### config.mk
export PLATFORM = sky130hd
export DESIGN_NAME = wi_line_tracker
export DESIGN_NICKNAME = d
export VERILOG_FILES = /design/src/rtl/wi_pkg.sv /design/src/rtl/wi_line_entry.sv /design/src/rtl/wi_evict_judge.sv /design/src/rtl/wi_line_tracker.sv
export SDC_FILE = /design/constraint.sdc
export NUM_CORES = 1
export LEC_CHECK = 0
export ABC_CLOCK_PERIOD_IN_PS = 2800
export BUFFER_PORTS_ARGS = -buffer_cell sky130_fd_sc_hd__clkbuf_2
export CORE_MARGIN = 3
export CORE_UTILIZATION = 56
export CTS_CLUSTER_DIAMETER = 200
export DETAILED_ROUTE_END_ITERATION = 8
export HOLD_SLACK_MARGIN = 0.12
export PLACE_DENSITY = 0.76
export SLEW_MARGIN = 40
export SYNTH_ARGS = -nofsm -noshare
export SYNTH_HDL_FRONTEND = slang
export SYNTH_SLANG_ARGS = --single-unit
### constraint.sdc
create_clock -name clk -period 2.8 [get_ports clk]
set_input_delay 0.28 -clock clk [delete_from_list [all_inputs] [get_ports clk]]
set_output_delay 0.28 -clock clk [all_outputs]
set_load 0.01 [all_outputs]
### src/rtl/wi_pkg.sv
package wi_pkg;
  parameter int CNT_W = 3;
  localparam logic [CNT_W-1:0] CNT_MAX = {CNT_W{1'b1}};

  typedef logic [CNT_W-1:0] cnt_t;

  function automatic cnt_t sat_up(input cnt_t c);
    return (c == CNT_MAX) ? c : c + cnt_t'(1);
  endfunction

  function automatic cnt_t sat_down(input cnt_t c);
    return (c == '0) ? c : c - cnt_t'(1);
  endfunction

  function automatic logic wi_verdict(input cnt_t c, input cnt_t thr);
    return c > thr;
  endfunction
endpackage

### src/rtl/wi_line_entry.sv
module wi_line_entry
  import wi_pkg::*;
(
  input  logic clk,
  input  logic rst_n,
  input  logic inst,
  input  logic inst_wi,
  input  logic rd,
  input  logic wr,
  output cnt_t cnt,
  output logic dirty,
  output logic base_wi
);
  // named events for the assertions
  logic ev_write, ev_read;
  assign ev_write = wr && !inst;
  assign ev_read  = rd && !wr && !inst;

  always_ff @(posedge clk) begin
    if (!rst_n) begin
      cnt     <= '0;
      dirty   <= 1'b0;
      base_wi <= 1'b0;
    end else if (inst) begin
      cnt     <= inst_wi ? CNT_MAX : '0;
      dirty   <= 1'b0;
      base_wi <= inst_wi;
    end else if (ev_write) begin
      cnt   <= sat_up(cnt);
      dirty <= 1'b1;
    end else if (ev_read) begin
      cnt <= sat_down(cnt);
    end
  end

  p_install_val_r2: assert property (@(posedge clk) disable iff (!rst_n)
    inst |=> (cnt == (base_wi ? CNT_MAX : '0)) && !dirty);
  p_wr_sets_dirty_r3: assert property (@(posedge clk) disable iff (!rst_n)
    ev_write |=> dirty);
  p_sat_top_r3: assert property (@(posedge clk) disable iff (!rst_n)
    ev_write && cnt == CNT_MAX |=> cnt == CNT_MAX);
  p_sat_floor_r4: assert property (@(posedge clk) disable iff (!rst_n)
    ev_read && cnt == '0 |=> cnt == '0);
  p_read_keeps_dirty_r4: assert property (@(posedge clk) disable iff (!rst_n)
    ev_read |=> $stable(dirty));
  p_write_wins_r5: assert property (@(posedge clk) disable iff (!rst_n)
    rd && wr && !inst && cnt != CNT_MAX |=> cnt != '0);
endmodule

### src/rtl/wi_evict_judge.sv
module wi_evict_judge
  import wi_pkg::*;
(
  input  cnt_t cnt,
  input  cnt_t thr,
  input  logic dirty,
  input  logic base_wi,
  input  logic clean_en,
  output logic wi,
  output logic wb
);
  logic changed;
  always_comb begin
    wi      = wi_verdict(cnt, thr);
    changed = wi ^ base_wi;
    wb      = dirty || (clean_en && changed);
  end
endmodule

### src/rtl/wi_line_tracker.sv
module wi_line_tracker
  import wi_pkg::*;
#(
  parameter int LINES = 16,
  localparam int IDX_W = (LINES > 1) ? $clog2(LINES) : 1
) (
  input  logic             clk,
  input  logic             rst_n,
  input  logic             cfg_clean_wb_en,
  input  logic [CNT_W-1:0] cfg_threshold,
  input  logic             install_en,
  input  logic [IDX_W-1:0] install_idx,
  input  logic             install_wi,
  input  logic             rd_hit,
  input  logic [IDX_W-1:0] rd_idx,
  input  logic             wr_hit,
  input  logic [IDX_W-1:0] wr_idx,
  input  logic             evict_req,
  input  logic [IDX_W-1:0] evict_idx,
  output logic             evict_valid,
  output logic             evict_wi,
  output logic             evict_dirty,
  output logic             evict_wb
);
  cnt_t cnt_a   [LINES];
  logic dirty_a [LINES];
  logic base_a  [LINES];

  for (genvar g = 0; g < LINES; g++) begin : g_line
    wi_line_entry u_entry (
      .clk     (clk),
      .rst_n   (rst_n),
      .inst    (install_en && install_idx == IDX_W'(g)),
      .inst_wi (install_wi),
      .rd      (rd_hit && rd_idx == IDX_W'(g)),
      .wr      (wr_hit && wr_idx == IDX_W'(g)),
      .cnt     (cnt_a[g]),
      .dirty   (dirty_a[g]),
      .base_wi (base_a[g])
    );
  end

  cnt_t sel_cnt;
  logic sel_dirty, sel_base, nxt_wi, nxt_wb;
  always_comb begin
    sel_cnt   = cnt_a[evict_idx];
    sel_dirty = dirty_a[evict_idx];
    sel_base  = base_a[evict_idx];
  end

  wi_evict_judge u_judge (
    .cnt      (sel_cnt),
    .thr      (cfg_threshold),
    .dirty    (sel_dirty),
    .base_wi  (sel_base),
    .clean_en (cfg_clean_wb_en),
    .wi       (nxt_wi),
    .wb       (nxt_wb)
  );

  always_ff @(posedge clk) begin
    if (!rst_n) begin
      evict_valid <= 1'b0;
      evict_wi    <= 1'b0;
      evict_dirty <= 1'b0;
      evict_wb    <= 1'b0;
    end else begin
      evict_valid <= evict_req;
      evict_wi    <= evict_req && nxt_wi;
      evict_dirty <= evict_req && sel_dirty;
      evict_wb    <= evict_req && nxt_wb;
    end
  end

  p_dirty_wb_r7: assert property (@(posedge clk) disable iff (!rst_n)
    evict_valid && evict_dirty |-> evict_wb);
  p_clean_off_r9: assert property (@(posedge clk) disable iff (!rst_n)
    $past(!cfg_clean_wb_en) && evict_valid && !evict_dirty |-> !evict_wb);
  p_ev_latency_r10: assert property (@(posedge clk) disable iff (!rst_n)
    evict_req |=> evict_valid);
  p_ev_idle_r10: assert property (@(posedge clk) disable iff (!rst_n)
    !evict_req |=> !evict_valid && !evict_wb);
  p_verdict_max_r6: assert property (@(posedge clk) disable iff (!rst_n)
    evict_req && cfg_threshold == CNT_MAX |=> !evict_wi);
endmodule

==> run summary, run 1 <==
The total routing usage reported by global routing is 0.301. The final number of hold-violating endpoints is 0. Walking the worst path, the cells encountered are mux4_1 -> mux4_2 -> ha_1 -> nor2b_1 -> o21a_1 -> o21ai_1 -> nor3_1 -> or3_1.

The detailed-route wire length per cell is slightly above 20 um. The worst setup path is of the reg -> reg kind. The cell count after synthesis is about 600. The number of buffer and inverter stages on the critical path came out at 0. The flow ran to the end, and the final reports show no timing, DRC or antenna violations. The pin count of the biggest net entering global routing came out at 37. Among all flip-flop cells after synthesis, the most frequent one is dfxtp_1. The most common cell after layout, fill and taps aside is dfxtp_1. The max-capacitance violation count came out at 0. The count of TritonRoute iterations in the first routing pass is 5. In this run the count of I/O pins placed on the die edge is 31. The number of antenna violations at the first check in global routing is 0. The sum of negative setup slack came out at 0 ns. The detailed router used layers up to and including met4.

For the worst setup path, the data required time is between 3 and 4 ns. The proportion of power drawn by combinational gates came out at 0.170. The routed length on met1 came out at about 6500 um. The largest individual stage delay along the critical path comes from the cell mux4_1. The clock net sink count came out at 84. Along the worst path, the maximum fanout reaches 5. Buffers inserted to repair hold after CTS numbered 0. The number of buffers created by CTS is 9. STA classifies the critical path endpoint as a flip-flop. The routed wire length on met2 is about 7300 um.

After floorplanning, the core was sized to cover about 9300 um2. The sequential share of the synthesized area came out at 0.314. The post-synthesis cell type count is 58.

The count of unresolved DRC violations after routing is 0. The internal portion of total power came out at between 0.0015 and 0.002 W. Setup violations remaining at the end of the flow were counted as 0. The final standard cell utilization of the core is 0.651.

The relative max-transition margin came out at 0.493. The CTS tree is built. The number of flops mapped to enable cells by yosys came out at 0. The maximum VDD drop came out at approximately 0.28 mV. The total number of H-tree levels is 3. Setup repair after global routing left no endpoint under its margin. The maximum operating frequency came out at between 0.3 and 0.4 GHz. The power per cell area is about 430 nW/um2. The switching share of total power is 0.290. The first global-routing pass estimated about 26000 um of wire. The die width is slightly above 100 um. The half-perimeter wire length of the detailed placement result is about 12000 um. The effective utilization at floorplan is 0.577. Clock-pin slew was measured on the worst setup and hold paths at 0.09 ns. The area growth from synthesis to final layout is 12.8%. The switching component of the power is around 0.00075 W. The number of resized instances in the post-cts repair step is 0.

The clock root buffer is clkbuf_8. The ratio of routed vias to standard cells came out at around 6.5. The via total after detailed routing is 5056. The tightest min-delay check is of the in -> reg type. Broken down by cell family, the worst path's largest delay share belongs to multiplexers.

Counting along the longest clock path gives a buffer depth of 2. The max-slew violation count came out at 0. The transition time of the tightest slew-check pin is 0.757 ns.

The source-to-sink clock delay at the later pin of the worst-skew pair is about 0.36 ns. Summed over all cells, the static leakage comes to 2.33 nW. The number of standard-cell rows in the floorplan came out at 35.

The final critical delay including setup and external delays is approximately 2.7 ns. Wire segments on met3 add up to 1520 um in the final route. The instance area at placement is just under 6000 um2.

The mean instance size in the synthesized netlist came out at roughly 9.1 um2. The die outline area is 10800 um2. The number of antenna cells inserted is 0. The share of post-route cells with drive strength above 1 is 0.164. For this run, the slowest stage of the critical path takes about 0.55 ns. Of the available clock period, the critical path in the final layout requires 0.958. The library cells used most frequently in the layout, excluding fill and tap cells, are 84 x dfxtp_1, 80 x nand2_1, 68 x nor2_1. The number of nets with antenna violations after detailed routing is 0. The count of input and output buffers is 30. During synthesis, Yosys emitted a total of 0 warnings. Counting flops with an async set or reset pin after synthesis yields a share of 0. Setup slack on the worst reg-to-reg path comes out at about 0.12 ns. Data arrives at the worst endpoint at around 3 ns. After synthesis the netlist holds a flip-flop and latch count of 84. The routed wire length is roughly 16000 um. The overall overflow remaining after global route came out at 0.

The number of global-route vias before repair is 4967. The first routing iteration left just under 500 violations. The net count of the finished layout came out at between 600 and 700. When the netlist entered floorplanning its net count stood at ~630.

The relative contribution of the clock network to total power is 0.327. The mapped netlist covers ~5400 um2. The sequential cell fraction of total power is 0.503. The die height came out at between 100 and 150 um. The number of post-CTS setup repair buffers came out at 0. The post-route clock skew came out at about 0.0077 ns. The post-route cell area came out at just over 6000 um2. The global placement routability congestion is a little under 1. The sort of element at the start of the critical path is a flip-flop.
## worst paths after layout
path,to,cells past startpoint,start
setup / recovery,evict_wb,8,g_line[9].u_entry.cnt[1]
hold / removal,evict_wi,3,evict_req
setup reg to reg,evict_wb,8,g_line[9].u_entry.cnt[1]
hold reg to reg,g_line[4].u_entry.base_wi,2,g_line[4].u_entry.base_wi
## per-layer routing
metal / GRT usage / vias to the layer above
li1: - / 2317
met1: 0.394 / 2416
met2: 0.480 / 275
met3: 0.0748 / 48
met4: 0.122 / 0
met5: 0 / -
## through the flow
| stage | std cells | hold WS [ns] | power, W | setup WS, ns |
|---|---|---|---|---|
| CTS | 777 | 0.149 | 0.00257 | 0.130 |
| global route | 777 | 0.177 | 0.00268 | 0.0284 |
| floorplan | 586 | 0.423 | 0.00159 | 0.0333 |
| global placement | 761 | 0.444 | 0.00173 | -0.0242 |
| finish | 777 | 0.152 | 0.00257 | 0.119 |
| detailed placement | 761 | 0.447 | 0.00175 | -0.0859 |
## cell families (layout without fill, tap and decap cells)
group	count (synthesis)	count (layout)	synth area share
AND/OR/NAND/NOR	258	258	0.233
AO/OA/AOI/OAI	132	132	0.185
flip-flops	84	84	0.314
multiplexers	41	41	0.138
XOR/XNOR	27	27	0.0441
buffers and inverters	25	87	0.0196
adder cells (fa/ha/maj)	19	19	0.0667
## tightest hold or removal path, stage by stage
cell      delay (ns)
clkbuf_2        0.08
nand2_1         0.07
nor2_1          0.04
## final cells by class
type | count | area (um2)
inverter | 5 | 18.8
clock buffer | 13 | 169
fill | 804 | 3240
sequential | 84 | 1680
multi-input combinational | 477 | 3570
clock inverter | 3 | 20.0
tap | 129 | 161
timing repair buffer | 66 | 420
## Yosys cell counts, types with 8 or more instances
master	count	area (um2)
a21oi_1	33	165
and2_1	9	56.3
and3_1	14	87.6
clkbuf_1	16	60.1
dfxtp_1	84	1680
fa_1	16	320
mux2i_1	14	140
mux4_2	17	383
nand2_1	80	300
nand3_1	17	85.1
nor2_1	68	255
nor2b_1	9	56.3
nor3_1	20	100
o21ai_0	13	65.1
o21ai_1	10	50.1
o221a_1	27	304
o311ai_0	8	70.1
or3_1	8	50.1
xnor2_1	20	175
## power by group through the flow
stage / Combinational, W / Clock [W] / Sequential, W
after floorplan: 0.000292 / 0 / 0.00130
after global placement: 0.000410 / 0 / 0.00132
after global routing: 0.000478 / 0.000899 / 0.00130
after detailed placement: 0.000429 / 0 / 0.00132
final: 0.000436 / 0.000841 / 0.00129
after CTS: 0.000430 / 0.000845 / 0.00129
## state kept, by name (all words and copies together) (netlist names)
signal	flops
g_line.u_entry.dirty	16
g_line.u_entry.base_wi	16
evict_valid	1
evict_wb	1
evict_wi	1
g_line.u_entry.cnt	48
evict_dirty	1
No activity file was read; power rests on OpenSTA's default activity.
==> run 2, diff against run 1 <==
--- a/config.mk
+++ b/config.mk
@@ -5,14 +5,14 @@
 export SDC_FILE = /design/constraint.sdc
 export NUM_CORES = 1
 export LEC_CHECK = 0
-export ABC_CLOCK_PERIOD_IN_PS = 2800
+export ABC_CLOCK_PERIOD_IN_PS = 3300
 export BUFFER_PORTS_ARGS = -buffer_cell sky130_fd_sc_hd__clkbuf_2
 export CORE_MARGIN = 3
-export CORE_UTILIZATION = 56
+export CORE_UTILIZATION = 65
 export CTS_CLUSTER_DIAMETER = 200
 export DETAILED_ROUTE_END_ITERATION = 8
 export HOLD_SLACK_MARGIN = 0.12
-export PLACE_DENSITY = 0.76
+export PLACE_DENSITY = 0.83
 export SLEW_MARGIN = 40
 export SYNTH_ARGS = -nofsm -noshare
 export SYNTH_HDL_FRONTEND = slang
==> constraint.sdc (replaced) <==
create_clock -name clk -period 3.3 [get_ports clk]
set_input_delay 0.33 -clock clk [delete_from_list [all_inputs] [get_ports clk]]
set_output_delay 0.33 -clock clk [all_outputs]
set_load 0.01 [all_outputs]
==> run summary, run 2 (synthesis gave the netlist of run 1 again) <==
The leakage dissipation is 2.23 nW (-4.4%). The most common cell after layout, fill and taps aside is dfxtp_1. The clock net sink count came to 84 (unchanged). Leaving out fill and tap cells, the most frequent cells in the layout are 84 x dfxtp_1, 80 x nand2_1, 68 x nor2_1. The pin count of the biggest net entering global routing came out at 41 (+11%). The area growth from synthesis to final layout is 9.45%. The largest registers in the layout are g_line.u_entry.cnt x48, g_line.u_entry.base_wi x16, g_line.u_entry.dirty x16. The number of resized instances in the post-cts repair step is 0 (unchanged).

The largest buffer count on any clock path is 2 (unchanged). The layer flagged by global routing as most heavily used is met2. The relative max-transition margin is 0.464 (-0.0287). The arrival time reported for the critical path endpoint came to 3.03 ns (+0.09 ns). The worst reg2reg path depth is 8 (unchanged). The final standard cell utilization of the core came out at 0.748 (+0.0966). The ratio of routed vias to standard cells is 6.88 (+5.8%). Setup repair after global routing left no endpoint under its margin. The number of antenna violations at the first check in global routing is 0 (unchanged).

The worst hold path terminates at evict_wi. The endpoint identified for the worst register-to-register timing path is evict_wb. The post-CTS clock slew at the launch and capture registers of the worst setup and hold paths came out at 0.09 ns (about the same). The number of global-route vias before repair was 4639 (-6.6%).

The instance area at placement is 5650 um2 (-3.5%). The fraction of met3 tracks used by global routing came out at 0.0858 (+0.0110). In this run the critical register-to-register path is launched from g_line[9].u_entry.cnt[1]. The count of unresolved DRC violations after routing came out at 0 (unchanged). The global-route wire length before repair came to 24500 um (-5.4%).

The post-route clock skew is 0.0109 ns (+0.00327 ns). The total of endpoints with negative setup slack in the final report came out at 0 (unchanged). The hold buffer count at CTS is 0 (unchanged). The number of standard-cell rows in the floorplan came out at 32 (-8.6%).

The die outline area is 9370 um2 (-13%). TritonCTS built the clock tree. The power per cell area came out at 387 nW/um2 (-9.0%). The die width is 96.8 um (-6.8%). The die height came out at 96.8 um (-6.8%). The routed wire length came to 15200 um (-4.0%). The initial detailed-routing violation count came out at 512 (+5.6%). The final number of hold-violating endpoints is 0 (unchanged). The kind of end point of the critical path is a flip-flop. The met1 global-route usage was 0.440 (+0.0469). The global placement routability congestion came out at 1.00 (+1.1%). The sum of negative setup slack is 0 ns (unchanged). The area of the core is 7850 um2 (-15%).

The detailed-route wire length per cell came out at 20.9 um (+2.6%). The effective utilization at floorplan came to 0.683 (+0.106). The number of ports placed on the die boundary is 31 (unchanged).

The share of post-route cells with drive strength above 1 is 0.131 (-0.0324). The max-slew violation count is 0 (unchanged). The max-capacitance violation count is 0 (unchanged). The half-perimeter wire length of the detailed placement result is 11200 um (-4.9%). The maximum operating frequency came out at 0.358 GHz (-3.9%).

The total routing usage reported by global routing came out at 0.327 (+0.0264). The run finished with clean final reports. The worst setup path is of the reg -> reg kind.

The slack of the worst reg-to-reg path is 0.51 ns (+0.39 ns). The worst endpoint required time is 3.54 ns (+0.49 ns). The source-to-sink clock delay at the later pin of the worst-skew pair is 0.37 ns (about the same). The number of antenna cells inserted is 0 (unchanged).

The overall overflow remaining after global route is 0 (unchanged). The startpoint of the most critical hold path is evict_req. The count of input and output buffers is 30 (unchanged). The met2 global-route usage came out at 0.501 (+0.0215). The net count of the finished layout came to 666 (-3.3%). The transition time of the tightest slew-check pin is 0.804 ns (+0.0464 ns). The register with the most flip-flops is g_line.u_entry.cnt.

The part of the cycle the worst path needs came out at 0.846 (-0.112). The worst hold path stage count is 3 (unchanged). The maximum fanout count along the critical path came out at 5 (unchanged). The tree is rooted in a clkbuf_8. The number of post-CTS setup repair buffers is 0 (unchanged). The maximum VDD drop came out at 0.229 mV (-19%). The via total after detailed routing came to 5005 (-1.0%). The number of buffers created by CTS is 9 (unchanged). The total number of H-tree levels is 3 (unchanged). The tightest min-delay check is of the in -> reg type. The flip-flop count of the largest register after layout came to 48 (unchanged). The count of TritonRoute iterations in the first routing pass came out at 5 (unchanged). The sort of element at the start of the critical path is a flip-flop. The final critical delay including setup and external delays is 2.79 ns (+0.110 ns).

The post-route cell area is 5870 um2 (-2.9%). The number of nets with antenna violations after detailed routing came out at 0 (unchanged).
==> run 2: cell count changes in the layout (fill, tap and decap cells not counted) <==
cell        delta
buf_4         -23
bufinv_16      +2
clkbuf_8       -2
buf_2          +1
clkbuf_1       +1
clkbuf_2       -1
clkinvlp_4     -1
o21ai_0        +1
o21ai_1        -1
==> run 2: per-layer routing <==
metal	share of wire	wire [um]
met2	0.45	6870
met1	0.39	5900
met4	0.036	553
met3	0.12	1900
met5	0	0
==> run 2: cell type report <==
| type | count | area [um2] |
|---|---|---|
| repair buffers | 43 | 248 |
| well taps | 102 | 128 |
| clock inverters | 4 | 72.6 |
| flip-flops and latches | 84 | 1680 |
| clock buffers | 12 | 145 |
| multi-input cells | 477 | 3570 |
| fillers | 603 | 1980 |
| inverters | 5 | 18.8 |
==> run 2: stage by stage <==
stage / instances / hold slack (ns) / power (W) / setup WS, ns
2_1_floorplan: 586 / 0.433 / 0.00135 / 0.232
3_3_place_gp: 711 / 0.440 / 0.00145 / 0.304
3_5_place_dp: 711 / 0.452 / 0.00146 / 0.217
4_1_cts: 727 / 0.217 / 0.00226 / 0.517
5_1_grt: 727 / 0.231 / 0.00235 / 0.366
6_report: 727 / 0.230 / 0.00227 / 0.509
==> run 2: how the worst max path moves through the flow <==
stage / endpoint / startpoint / cells past startpoint / slack [ns]
floorplan: evict_wb / evict_idx[1] / 10 / 0.23
CTS: evict_wb / g_line[5].u_entry.cnt[1] / 8 / 0.52
detailed placement: evict_wb / evict_idx[1] / 9 / 0.22
global route: evict_wb / g_line[5].u_entry.cnt[1] / 8 / 0.37
global placement: evict_wb / evict_idx[1] / 9 / 0.30
finish: evict_wb / g_line[9].u_entry.cnt[1] / 8 / 0.51
==> run 2: report_power, final <==
group	leakage, nW	total, W	switching (W)	internal, W
combinational	1.44	0.000349	0.000194	0.000155
clock	0.107	0.000819	0.000372	0.000447
sequential	0.681	0.00110	0.0000566	0.00105
total	2.23	0.00227	0.000623	0.00165
==> run 2: worst max-delay path: stages, from the launching register on <==
cell and delay (ns):
dfxtp_1 0.38, mux4_1 0.54, mux4_2 0.47, ha_1 0.30, nor2b_1 0.13, o21a_1 0.16
o21ai_0 0.27, nor3_1 0.09, or3_1 0.32
